### src/rtl/wdog_pkg.sv
// Shared widths and the control-byte layout for the watchdog.
// Assumes the byte is steering bit, multiplier, resolution from MSB to LSB.
package wdog_pkg;
    localparam int MULT_W  = 5;
    localparam int RES_W   = 2;
    localparam int REG_W   = 1 + MULT_W + RES_W;
    localparam int NUM_RES = 1 << RES_W;
    localparam int CNT_W   = MULT_W + 2 * (NUM_RES - 1);

    typedef struct packed {
        logic              steer;
        logic [MULT_W-1:0] mult;
        logic [RES_W-1:0]  res;
    } wdog_cfg_t;
endpackage

### src/rtl/wdog_cfg_reg.sv
// Holds the control byte. A write stores new data; a steered expiry wipes it.
// Assumes a write and a steered expiry never land in the same cycle
// (expiry is suppressed by any restart).
module wdog_cfg_reg
    import wdog_pkg::*;
(
    input  logic      clk,
    input  logic      rst_n,
    input  logic      wr_i,
    input  wdog_cfg_t wdata_i,
    input  logic      wipe_i,
    output wdog_cfg_t cfg_o
);
    // Control byte storage with write and wipe.
    always_ff @(posedge clk) begin
        if (!rst_n)       cfg_o <= '0;
        else if (wr_i)    cfg_o <= wdata_i;
        else if (wipe_i)  cfg_o <= '0;
    end
endmodule

### src/rtl/wdog_interval.sv
// Turns a control byte into a tick count: multiplier shifted by twice the
// resolution. Purely combinational; one candidate per resolution value.
module wdog_interval
    import wdog_pkg::*;
(
    input  wdog_cfg_t          cfg_i,
    output logic [CNT_W-1:0]   load_o
);
    logic [CNT_W-1:0] cand [NUM_RES];

    for (genvar r = 0; r < NUM_RES; r++) begin : g_res
        // Candidate interval for resolution r.
        assign cand[r] = CNT_W'(cfg_i.mult) << (2 * r);
    end

    // Pick the candidate named by the resolution field.
    assign load_o = cand[cfg_i.res];
endmodule

### src/rtl/wdog_counter.sv
// One-shot down counter. A restart loads the interval and arms the counter
// if the interval is nonzero. Each tick decrements it, and the tick that
// takes the count from one to zero is the expiry. A restart beats a tick.
module wdog_counter #(
    parameter int CNT_W = 11
) (
    input  logic             clk,
    input  logic             rst_n,
    input  logic             restart_i,
    input  logic [CNT_W-1:0] load_i,
    input  logic             tick_i,
    output logic             expire_o
);
    logic [CNT_W-1:0] count_q;
    logic             running_q;

    // Load on restart, count down on ticks, disarm after the last tick.
    always_ff @(posedge clk) begin
        if (!rst_n) begin
            count_q   <= '0;
            running_q <= 1'b0;
        end else if (restart_i) begin
            count_q   <= load_i;
            running_q <= (load_i != '0);
        end else if (running_q && tick_i) begin
            count_q <= count_q - 1'b1;
            if (count_q == CNT_W'(1)) running_q <= 1'b0;
        end
    end

    // Expiry event: final tick of an armed count with no competing restart.
    assign expire_o = running_q & tick_i & ~restart_i & (count_q == CNT_W'(1));
endmodule

### src/rtl/wdog_action.sv
// Registers the expiry actions: fired flag, interrupt or reset pulse, and
// the external clear strobe. The steering bit is sampled at expiry.
module wdog_action (
    input  logic clk,
    input  logic rst_n,
    input  logic restart_i,
    input  logic expire_i,
    input  logic steer_i,
    output logic irq_o,
    output logic rst_req_o,
    output logic clr_o,
    output logic fired_o
);
    // One-cycle pulses steered by the control byte.
    always_ff @(posedge clk) begin
        if (!rst_n) begin
            irq_o     <= 1'b0;
            rst_req_o <= 1'b0;
            clr_o     <= 1'b0;
        end else begin
            irq_o     <= expire_i & ~steer_i;
            rst_req_o <= expire_i & steer_i;
            clr_o     <= expire_i & steer_i;
        end
    end

    // Fired flag: cleared by restart, set by expiry.
    always_ff @(posedge clk) begin
        if (!rst_n)          fired_o <= 1'b0;
        else if (restart_i)  fired_o <= 1'b0;
        else if (expire_i)   fired_o <= 1'b1;
    end
endmodule

### src/rtl/wdog_steer.sv
// Watchdog top: control register, interval decode, countdown and steered
// expiry actions. Assumes tick16_en is a single-cycle enable in clk domain.
module wdog_steer
    import wdog_pkg::*;
(
    input  logic             clk,
    input  logic             rst_n,
    input  logic             tick16_en,
    input  logic             cfg_wr,
    input  logic [REG_W-1:0] cfg_wdata,
    input  logic             cfg_rd,
    output logic [REG_W-1:0] cfg_rdata,
    output logic             wd_irq,
    output logic             wd_rst_req,
    output logic             wd_fired,
    output logic             ctl_bit_clr
);
    wdog_cfg_t        cfg_q;
    wdog_cfg_t        cfg_next;
    logic [CNT_W-1:0] load;
    logic             restart;
    logic             expire;

    // A restart is any access; a write uses the incoming byte for its interval.
    assign restart  = cfg_wr | cfg_rd;
    assign cfg_next = cfg_wr ? wdog_cfg_t'(cfg_wdata) : cfg_q;
    assign cfg_rdata = cfg_q;

    wdog_cfg_reg u_cfg (
        .clk     (clk),
        .rst_n   (rst_n),
        .wr_i    (cfg_wr),
        .wdata_i (wdog_cfg_t'(cfg_wdata)),
        .wipe_i  (expire & cfg_q.steer),
        .cfg_o   (cfg_q)
    );

    wdog_interval u_ivl (
        .cfg_i  (cfg_next),
        .load_o (load)
    );

    wdog_counter #(.CNT_W(CNT_W)) u_cnt (
        .clk       (clk),
        .rst_n     (rst_n),
        .restart_i (restart),
        .load_i    (load),
        .tick_i    (tick16_en),
        .expire_o  (expire)
    );

    wdog_action u_act (
        .clk       (clk),
        .rst_n     (rst_n),
        .restart_i (restart),
        .expire_i  (expire),
        .steer_i   (cfg_q.steer),
        .irq_o     (wd_irq),
        .rst_req_o (wd_rst_req),
        .clr_o     (ctl_bit_clr),
        .fired_o   (wd_fired)
    );
endmodule

### config.mk
export PLATFORM = sky130hd
export DESIGN_NAME = wdog_steer
export DESIGN_NICKNAME = d
export VERILOG_FILES = /design/src/rtl/wdog_pkg.sv /design/src/rtl/wdog_cfg_reg.sv /design/src/rtl/wdog_interval.sv /design/src/rtl/wdog_counter.sv /design/src/rtl/wdog_action.sv /design/src/rtl/wdog_steer.sv
export SDC_FILE = /design/constraint.sdc
export NUM_CORES = 1
export LEC_CHECK = 0
export BUFFER_PORTS_ARGS = -buffer_cell sky130_fd_sc_hd__buf_2
export CAP_MARGIN = 10
export CORE_ASPECT_RATIO = 0.9
export CORE_UTILIZATION = 50
export CTS_BUF_LIST = sky130_fd_sc_hd__clkbuf_4 sky130_fd_sc_hd__clkbuf_8 sky130_fd_sc_hd__clkbuf_16
export CTS_CLUSTER_SIZE = 30
export DETAILED_ROUTE_END_ITERATION = 8
export PLACE_DENSITY = 0.77
export SETUP_SLACK_MARGIN = 0.02
export SKIP_CTS_REPAIR_TIMING = 1
export SLEW_MARGIN = 5
export SYNTH_ARGS = -nofsm -noshare
export SYNTH_HDL_FRONTEND = slang
export SYNTH_SLANG_ARGS = --single-unit
### constraint.sdc
create_clock -name clk -period 2.1 [get_ports clk]
set_input_delay 0.42 -clock clk [delete_from_list [all_inputs] [get_ports clk]]
set_output_delay 0.42 -clock clk [all_outputs]
set_load 0.02 [all_outputs]
Word level (Yosys, flattened, before mapping)
Index checks and enable logic that the tools add are counted. Widths: inputs -> output; s select.

Add/subtract/negate cells: 1. Magnitude comparators: 1. Equal/unequal tests: 1. Mux-type cells: 11. Bitwise operators: 10. Reductions and logical operators: 7.

Operators with widths (number): $mux 11 (4); $bmux 11 s2 (1); $mux 8 (2); $eq 11x1->1 const B (1); $reduce_bool 11->1 (1); $sub 11x1->11 const B (1); $mux 7 (1); $reduce_bool 2->1 (3); $and 1x1->1 (5); $ge 3x3->1 const B (1); $mux 1 (3); $not 1->1 (3); $not 2->3 (1); $reduce_and 2->1 (1); $reduce_or 2->1 (1); $logic_and 1x1->1 (1); $or 1x1->1 (1).

Register bits: 23. Output and inout port bits: 12. Logic and storage cells: 39.

Longest topological paths before layout
Gate-level depths: netlist of the first run.

Depth in word-level cells: 7. Depth in mapped cells: 7.

Modules after synthesis
A second synthesis of the first run with hierarchy kept.

Cells, all modules: 154. Area total of the unflattened synthesis: 1465.2 um2.

Modules (own cells, without submodules): wdog_counter (times used 1, cells each 79, area each 689.4 um2); wdog_cfg_reg (times used 1, cells each 35, area each 382.9 um2); wdog_interval (times used 1, cells each 20, area each 150.1 um2); wdog_steer (times used 1, cells each 11, area each 143.9 um2); wdog_action (times used 1, cells each 9, area each 98.8 um2).

Worst setup path before layout of the first run
OpenSTA, ideal clock, no wires.

Kind: reg-to-reg. Start point: register u_cnt.count_q[0]. End point: register u_cfg.cfg_o[3] in the netlist's numbering. Library setup time: 127 ps. Data arrival time: 1709 ps. Required time: 1973 ps. Slack: 264 ps. Stages on the path, launching flop included: 6. Clock period less this slack: 1836 ps. Cell sequence: dfxtp_1 > ha_1 > or4b_2 > nor4_2 > a31o_2 > o31ai_1.

Cells in the longest elaborated chain, start to end: 4.

RTL lines: from (decl) (RTL line wdog_counter.sv:14) `logic [CNT_W-1:0] count_q;`; from (signal assigned) (RTL line wdog_counter.sv:23) `count_q <= load_i;`; from (signal assigned) (RTL line wdog_counter.sv:26) `count_q <= count_q - 1'b1;`; $eq 11x1->1 (RTL line wdog_counter.sv:32) `assign expire_o = running_q & tick_i & ~restart_i & (count_q == CNT_W'(1));`; $and 1x1->1 (RTL line wdog_counter.sv:32); $and 1x1->1 (RTL line wdog_steer.sv:34) `.wipe_i (expire & cfg_q.steer),`; $reduce_bool 2->1 (no line); to (signal assigned) (RTL line wdog_cfg_reg.sv:17) `else if (wr_i) cfg_o <= wdata_i;`; to (decl) (RTL line wdog_cfg_reg.sv:12) `output wdog_cfg_t cfg_o`.

Every way passes these cells. A chain may end at the register's enable or synchronous reset.

Final worst setup path of the first run
Start point: register u_cnt.count_q[0]. End point: register u_cfg.cfg_o[4] in the netlist's numbering.

Same word-level chain as after synthesis.

==> flow_summary.json, run 1 <==
{
  "p_per_area_nw_per_um2": 637,
  "antenna_cells": 0,
  "ys_warn_count": 0,
  "max_slew_margin_pct": 64.9,
  "ir_drop_mv": 0.471,
  "fmax_ghz": 0.528,
  "tightest_slew_ns": 0.512,
  "multi_input_area_um2": 756,
  "cp-end-kind": "flop",
  "slowest_delay_ns": 0.60,
  "antenna_found_initial": 0,
  "wirelength_um": 3170,
  "fin_crit_ns": 1.89,
  "die_w_um": 55.4,
  "std_cell_rows": 17,
  "hold_path_class": "input port to flop",
  "ys_seq_area_share_pct": 35.8,
  "yosys_register_bits": 23,
  "outcome": "completed",
  "grt-ovfl-total": 0,
  "met3_usage_pct": 5.51,
  "synth_edf_count": 0,
  "critPathRequiredTime_ns": 2.32,
  "synth_top_area_cell": "dfxtp_1",
  "clock-sinks": 23,
  "dr.pass1.iters": 4,
  "ys_types": 35,
  "grt_setup_unrepaired": "no",
  "yosys_most_used_dff": "dfxtp_1",
  "initial_core_util_pct": 52.5,
  "cp_data_arrival_time_ns": 2.12,
  "maxCapViolations": 0,
  "clockBufferDepth": 2,
  "clk-insertion-delay-late_ns": 0.32,
  "path_cells": "ha_1, or4b_2, nor4_2, a31o_2, o31ai_1",
  "path_clk_slew_ns": 0.13,
  "fin_setup_tns_ns": 0,
  "dp_slack_ns": 0.184,
  "synth_top_area_share_pct": 35.8,
  "grt_pass1_wl_um": 5300,
  "worstPathMaxFanout": 7,
  "busiest_layer": "met2",
  "finalSetupViolations": 0,
  "drt_iter0_markers": 48,
  "clock-root-buffer": "clkbuf_4",
  "start_kind": "flop",
  "post-dp-hpwl_um": 2360,
  "grtUsageMet1_pct": 31.0,
  "cts_tree": "built",
  "core-area_um2": 2450,
  "async_flop_share_pct": 0,
  "routedWlPerCell_um": 15.3,
  "drv_slew": 0,
  "die_h_um": 50.1,
  "synth_area_leaders": "dfxtp_1 36%, mux2i_1 8.6%, nor3_1 4.7%",
  "path_class": "flop to flop",
  "syn2layout_area_growth_pct": 17.3,
  "gr-usage-met2_pct": 40.0,
  "pin_count": 25,
  "finClkSkew_ns": 0.0146,
  "syn_area_um2": 1280,
  "vias": 1275,
  "seqCellArea_um2": 460,
  "hold_viol": 0,
  "avgSynthCellArea_um2": 8.51,
  "gp_congestion": 0.860,
  "grt_use_total_pct": 24.3,
  "critPathSlowestCell": "or4b_2",
  "fillCellCount": 223,
  "fin_ws_ns": 0.208,
  "syn_nets": 166,
  "die-area_um2": 2780,
  "ant_nets": 0,
  "fin_nets": 195,
  "drive_gt1_share_pct": 26.3,
  "grt_start_max_net_pins": 22,
  "leakage_nw": 0.628,
  "htree_num_levels": 1,
  "numPortBuffers": 24,
  "post_drt_via_cell_ratio": 6.16,
  "synthCells": 151,
  "timing.final.crit_share_pct": 90.1,
  "numCtsBuffers": 3,
  "drcViolationCount": 0,
  "grt_pass1_vias": 1216
}
[kinds of logic after synthesis]
| kind of cell | count (synthesis) | share of synthesized area (%) |
|---|---|---|
| and+or+nand+nor | 53 | 23.1 |
| xor gates and xnor gates | 8 | 5.45 |
| DFF | 23 | 35.8 |
| AOI/OAI and AO/OA | 36 | 18.0 |
| adders and majority gates | 2 | 1.95 |
| muxes | 13 | 10.3 |
| buffers and inverters | 16 | 5.35 |
[final timing paths]
path / startpoint / endpoint / slack (ns) / cells after the start
setup / recovery: u_cnt.count_q[0] / u_cfg.cfg_o[4] / 0.21 / 5
hold / removal: cfg_wdata[7] / u_cfg.cfg_o[7] / 0.33 / 3
setup reg to reg: u_cnt.count_q[0] / u_cfg.cfg_o[4] / 0.21 / 5
hold reg to reg: u_cfg.cfg_o[7] / u_act.irq_o / 0.48 / 1
[routing by layer]
metal	vias up	part of all wire [%]
met3	4	4.9
met2	42	47
li1	615	-
met1	614	47
met4	0	0.98
met5	-	0
[cells in the mapped netlist (all sizes together), types with 3 or more instances]
cell and number:
clkbuf 6, a211oi 7, inv 7, nor4 5
dfxtp 23, nor3 12, nor2 11, nand2 5
o21ai 7, o31ai 3, nand3 7, buf 3
a21oi 10, or3 3, xnor2 6, mux2i 11
[critical path: cells and delay by family, from the launching register on]
family                     cells  cell delay [ns]
AOI/OAI and AO/OA              2             0.40
and+or+nand+nor                2             0.82
adders and majority gates      1             0.16
DFF                            1             0.42
[through the flow]
| stage | cells | power [mW] | util (%) | hold WS [ns] | cell area (µm²) |
|---|---|---|---|---|---|
| final | 207 | 0.961 | 61.6 | 0.334 | 1510 |
| after global routing | 207 | 1.01 | 61.6 | 0.329 | 1510 |
| after CTS | 207 | 0.962 | 61.6 | 0.331 | 1510 |
| after detailed placement | 203 | 0.742 | 60.4 | 0.448 | 1480 |
| after global placement | 203 | 0.732 | 60.4 | 0.445 | 1480 |
| after floorplan | 151 | 0.663 | - | 0.426 | 1280 |
[cell usage in the layout (no fill, tap or decap), drive strengths merged]
cell,count
ha,2
or2,2
o31ai,3
clkbuf,4
nand4bb,1
and4bb,1
mux2,2
buf,33
mux2i,11
or4b,1
a221oi,1
nor3b,1
o21ai,7
a21oi,10
o31a,1
nor2,11
a211o,1
a31o,2
nor3,12
a211oi,7
o211ai,2
nand3,7
dfxtp,23
nor4,5
or3,3
xnor2,6
nand4,2
xor2,2
a31oi,2
nand2,5
inv,7
or4,2
[power breakdown]
group | total [mW] | internal [mW] | switching (mW) | leakage [nW]
clock | 0.223 | 0.0873 | 0.135 | 0.0184
combinational | 0.253 | 0.109 | 0.144 | 0.421
sequential | 0.486 | 0.462 | 0.0238 | 0.189
[sequential cells by signal, indices dropped and copies added, names as in the netlist]
register,count
u_act.fired_o,1
u_act.irq_o,1
u_act.rst_req_o,1
u_cfg.cfg_o,8
u_cnt.count_q,11
u_cnt.running_q,1
[cell type report]
class / count / area share [%]
clock buffers: 4 / 1.99
inverters: 7 / 1.74
multi-input cells: 112 / 50.1
flip-flops and latches: 23 / 30.5
well taps: 28 / 2.32
repair buffers: 33 / 13.3
Power figures use the tool's default switching activity.
==> run 2: changes to the inputs <==
Settings changed: CORE_ASPECT_RATIO 0.9 to not set, CORE_UTILIZATION 50 to 25, PLACE_DENSITY 0.77 to 0.46.
==> run 2 against run 1 <==
Effect of this change:
- sequential power is essentially flat
- hold slack gained 0.056 ns
- non-clock buffer count grew 3
- global-route usage shrank 11 points
- clock power grew 29%
- wire length grew 6.4%
- die area grew 96%
- critical path depth grew 1
- clock skew shrank 0.0060 ns
- power grew 7.0%
- first-iteration DRC count grew 54%
- combinational power is essentially flat
- critical path type unchanged
- largest cell class unchanged
- largest power group unchanged
- highest routed layer unchanged
==> flow_summary.json, run 2 (same netlist as run 1, synthesis figures left out) <==
{
  "start_kind": "flop",
  "core-area_um2": 4850,
  "grt-ovfl-total": 0,
  "grt_pass1_vias": 1169,
  "numCtsBuffers": 3,
  "layout_commonest_cell": "buf_2",
  "leakage_nw": 0.644,
  "power_switching_mw": 0.322,
  "power_frac_comb_pct": 24.8,
  "largest_register_ffs": 11,
  "cp_data_arrival_time_ns": 2.02,
  "syn2layout_area_growth_pct": 23.2,
  "antenna_found_initial": 0,
  "fin_nets": 198,
  "die_h_um": 73.7,
  "p_per_area_nw_per_um2": 650,
  "layout_common_cells": "24 x buf_2, 23 x dfxtp_1, 12 x nor3_1, 12 x buf_4",
  "antenna_cells": 0,
  "dp.cells": 245,
  "clockBufferDepth": 2,
  "power_frac_seq_pct": 47.2,
  "numPortBuffers": 24,
  "finClkSkew_ns": 0.00856,
  "hold_viol": 0,
  "intPower_mw": 0.706,
  "dr.pass1.iters": 4,
  "ant_nets": 0,
  "die-area_um2": 5430,
  "path_clk_slew_ns": 0.09,
  "fin_setup_tns_ns": 0,
  "clk-insertion-delay-late_ns": 0.27,
  "netSwitchingFraction_pct": 31.3,
  "worstPathMaxFanout": 4,
  "drive_gt1_share_pct": 27.5,
  "fillCellCount": 522,
  "vias": 1237,
  "std_cell_rows": 25,
  "placed_area_um2": 1540,
  "path_class": "flop to flop",
  "slowest_delay_ns": 0.61,
  "fin_crit_ns": 1.87,
  "rrSetupSlack_ns": 0.23,
  "critPathSlowestCell": "or4b_2",
  "ir_drop_mv": 0.336,
  "die_w_um": 73.7,
  "outcome": "completed",
  "htree_num_levels": 1,
  "initial_core_util_pct": 26.5,
  "path_cells": "ha_1, or4b_2, nor4_2, buf_4, a31o_2, a31oi_1",
  "critPathRequiredTime_ns": 2.25,
  "cts_tree": "built",
  "clock-sinks": 23,
  "finalSetupViolations": 0,
  "pin_count": 25,
  "cp-end-kind": "flop",
  "clock_power_share_pct": 27.9,
  "drcViolationCount": 0,
  "path_delay_family": "simple AND/OR/NAND/NOR gates",
  "tightest_slew_ns": 0.394,
  "final_cells": 249,
  "post_drt_via_cell_ratio": 4.97,
  "wirelength_um": 3370,
  "max_slew_margin_pct": 73.7,
  "maxCapViolations": 0,
  "fmax_ghz": 0.535,
  "largest-register": "u_cnt.count_q",
  "critPathBufInv": 1,
  "post-dp-hpwl_um": 2600,
  "grt_setup_unrepaired": "no",
  "fin_area_um2": 1580,
  "grt_use_total_pct": 13.2,
  "drt_iter0_markers": 74,
  "grt_pass1_wl_um": 5510,
  "drv_slew": 0,
  "routedWlPerCell_um": 13.5,
  "grt_start_max_net_pins": 22,
  "hold_path_class": "input port to flop",
  "clock-root-buffer": "clkbuf_8",
  "reg_top3": "u_cnt.count_q x11, u_cfg.cfg_o x8",
  "timing.final.crit_share_pct": 89.0,
  "gp_congestion": 0.845
}
==> run 2: changes by cell type in the layout (fill, tap and decap cells not counted) <==
cell      previous run  this run
buf_12               1         0
buf_4                8        12
clkbuf_4             4         0
clkbuf_8             0         3
clkinv_2             0         1
==> run 2: worst paths after layout <==
check,from,end,depth (start not counted)
setup / recovery,u_cnt.count_q[0],u_cnt.running_q,6
setup reg to reg,u_cnt.count_q[0],u_cnt.running_q,6
hold reg to reg,u_cfg.cfg_o[7],u_act.irq_o,1
hold / removal,cfg_wdata[7],u_cfg.cfg_o[7],3
==> run 2: worst reg2reg max path, stage by stage, from the launching register on <==
cell     delay [ns]
dfxtp_1        0.39
ha_1           0.18
or4b_2         0.61
nor4_2         0.20
buf_4          0.18
a31o_2         0.16
a31oi_1        0.04
==> run 2: through the flow <==
step	total power, mW	hold WS, ns	setup WS [ns]	util [%]
final	1.03	0.390	0.231	32.6
after global routing	1.08	0.401	0.0985	32.6
after CTS	1.04	0.392	0.210	32.6
after detailed placement	0.750	0.463	0.157	31.7
after global placement	0.748	0.460	0.187	31.7
after floorplan	0.663	0.426	0.264	-
==> run 2: layout make-up <==
| cell class | instances | area (µm²) | area share [%] |
|---|---|---|---|
| flip-flops and latches | 23 | 460 | 29.1 |
| inverters | 7 | 26.3 | 1.66 |
| clock buffers | 3 | 41.3 | 2.61 |
| multi-input cells | 112 | 756 | 47.7 |
| well taps | 67 | 83.8 | 5.30 |
| clock inverters | 1 | 5.00 | 0.316 |
| repair buffers | 36 | 210 | 13.3 |
==> run 2: power groups by stage <==
stage	registers, mW	clock network, mW	logic, mW
2_1_floorplan	0.500	0	0.163
3_3_place_gp	0.494	0	0.254
3_5_place_dp	0.495	0	0.255
4_1_cts	0.485	0.293	0.257
5_1_grt	0.489	0.309	0.283
6_report	0.486	0.287	0.255
==> run 2: per-layer routing <==
layer / track usage, % / wire length [µm]
met1: 18.1 / 1650
met4: 2.56 / 19
met3: 3.02 / 121
met5: 0 / 0
met2: 21.3 / 1580
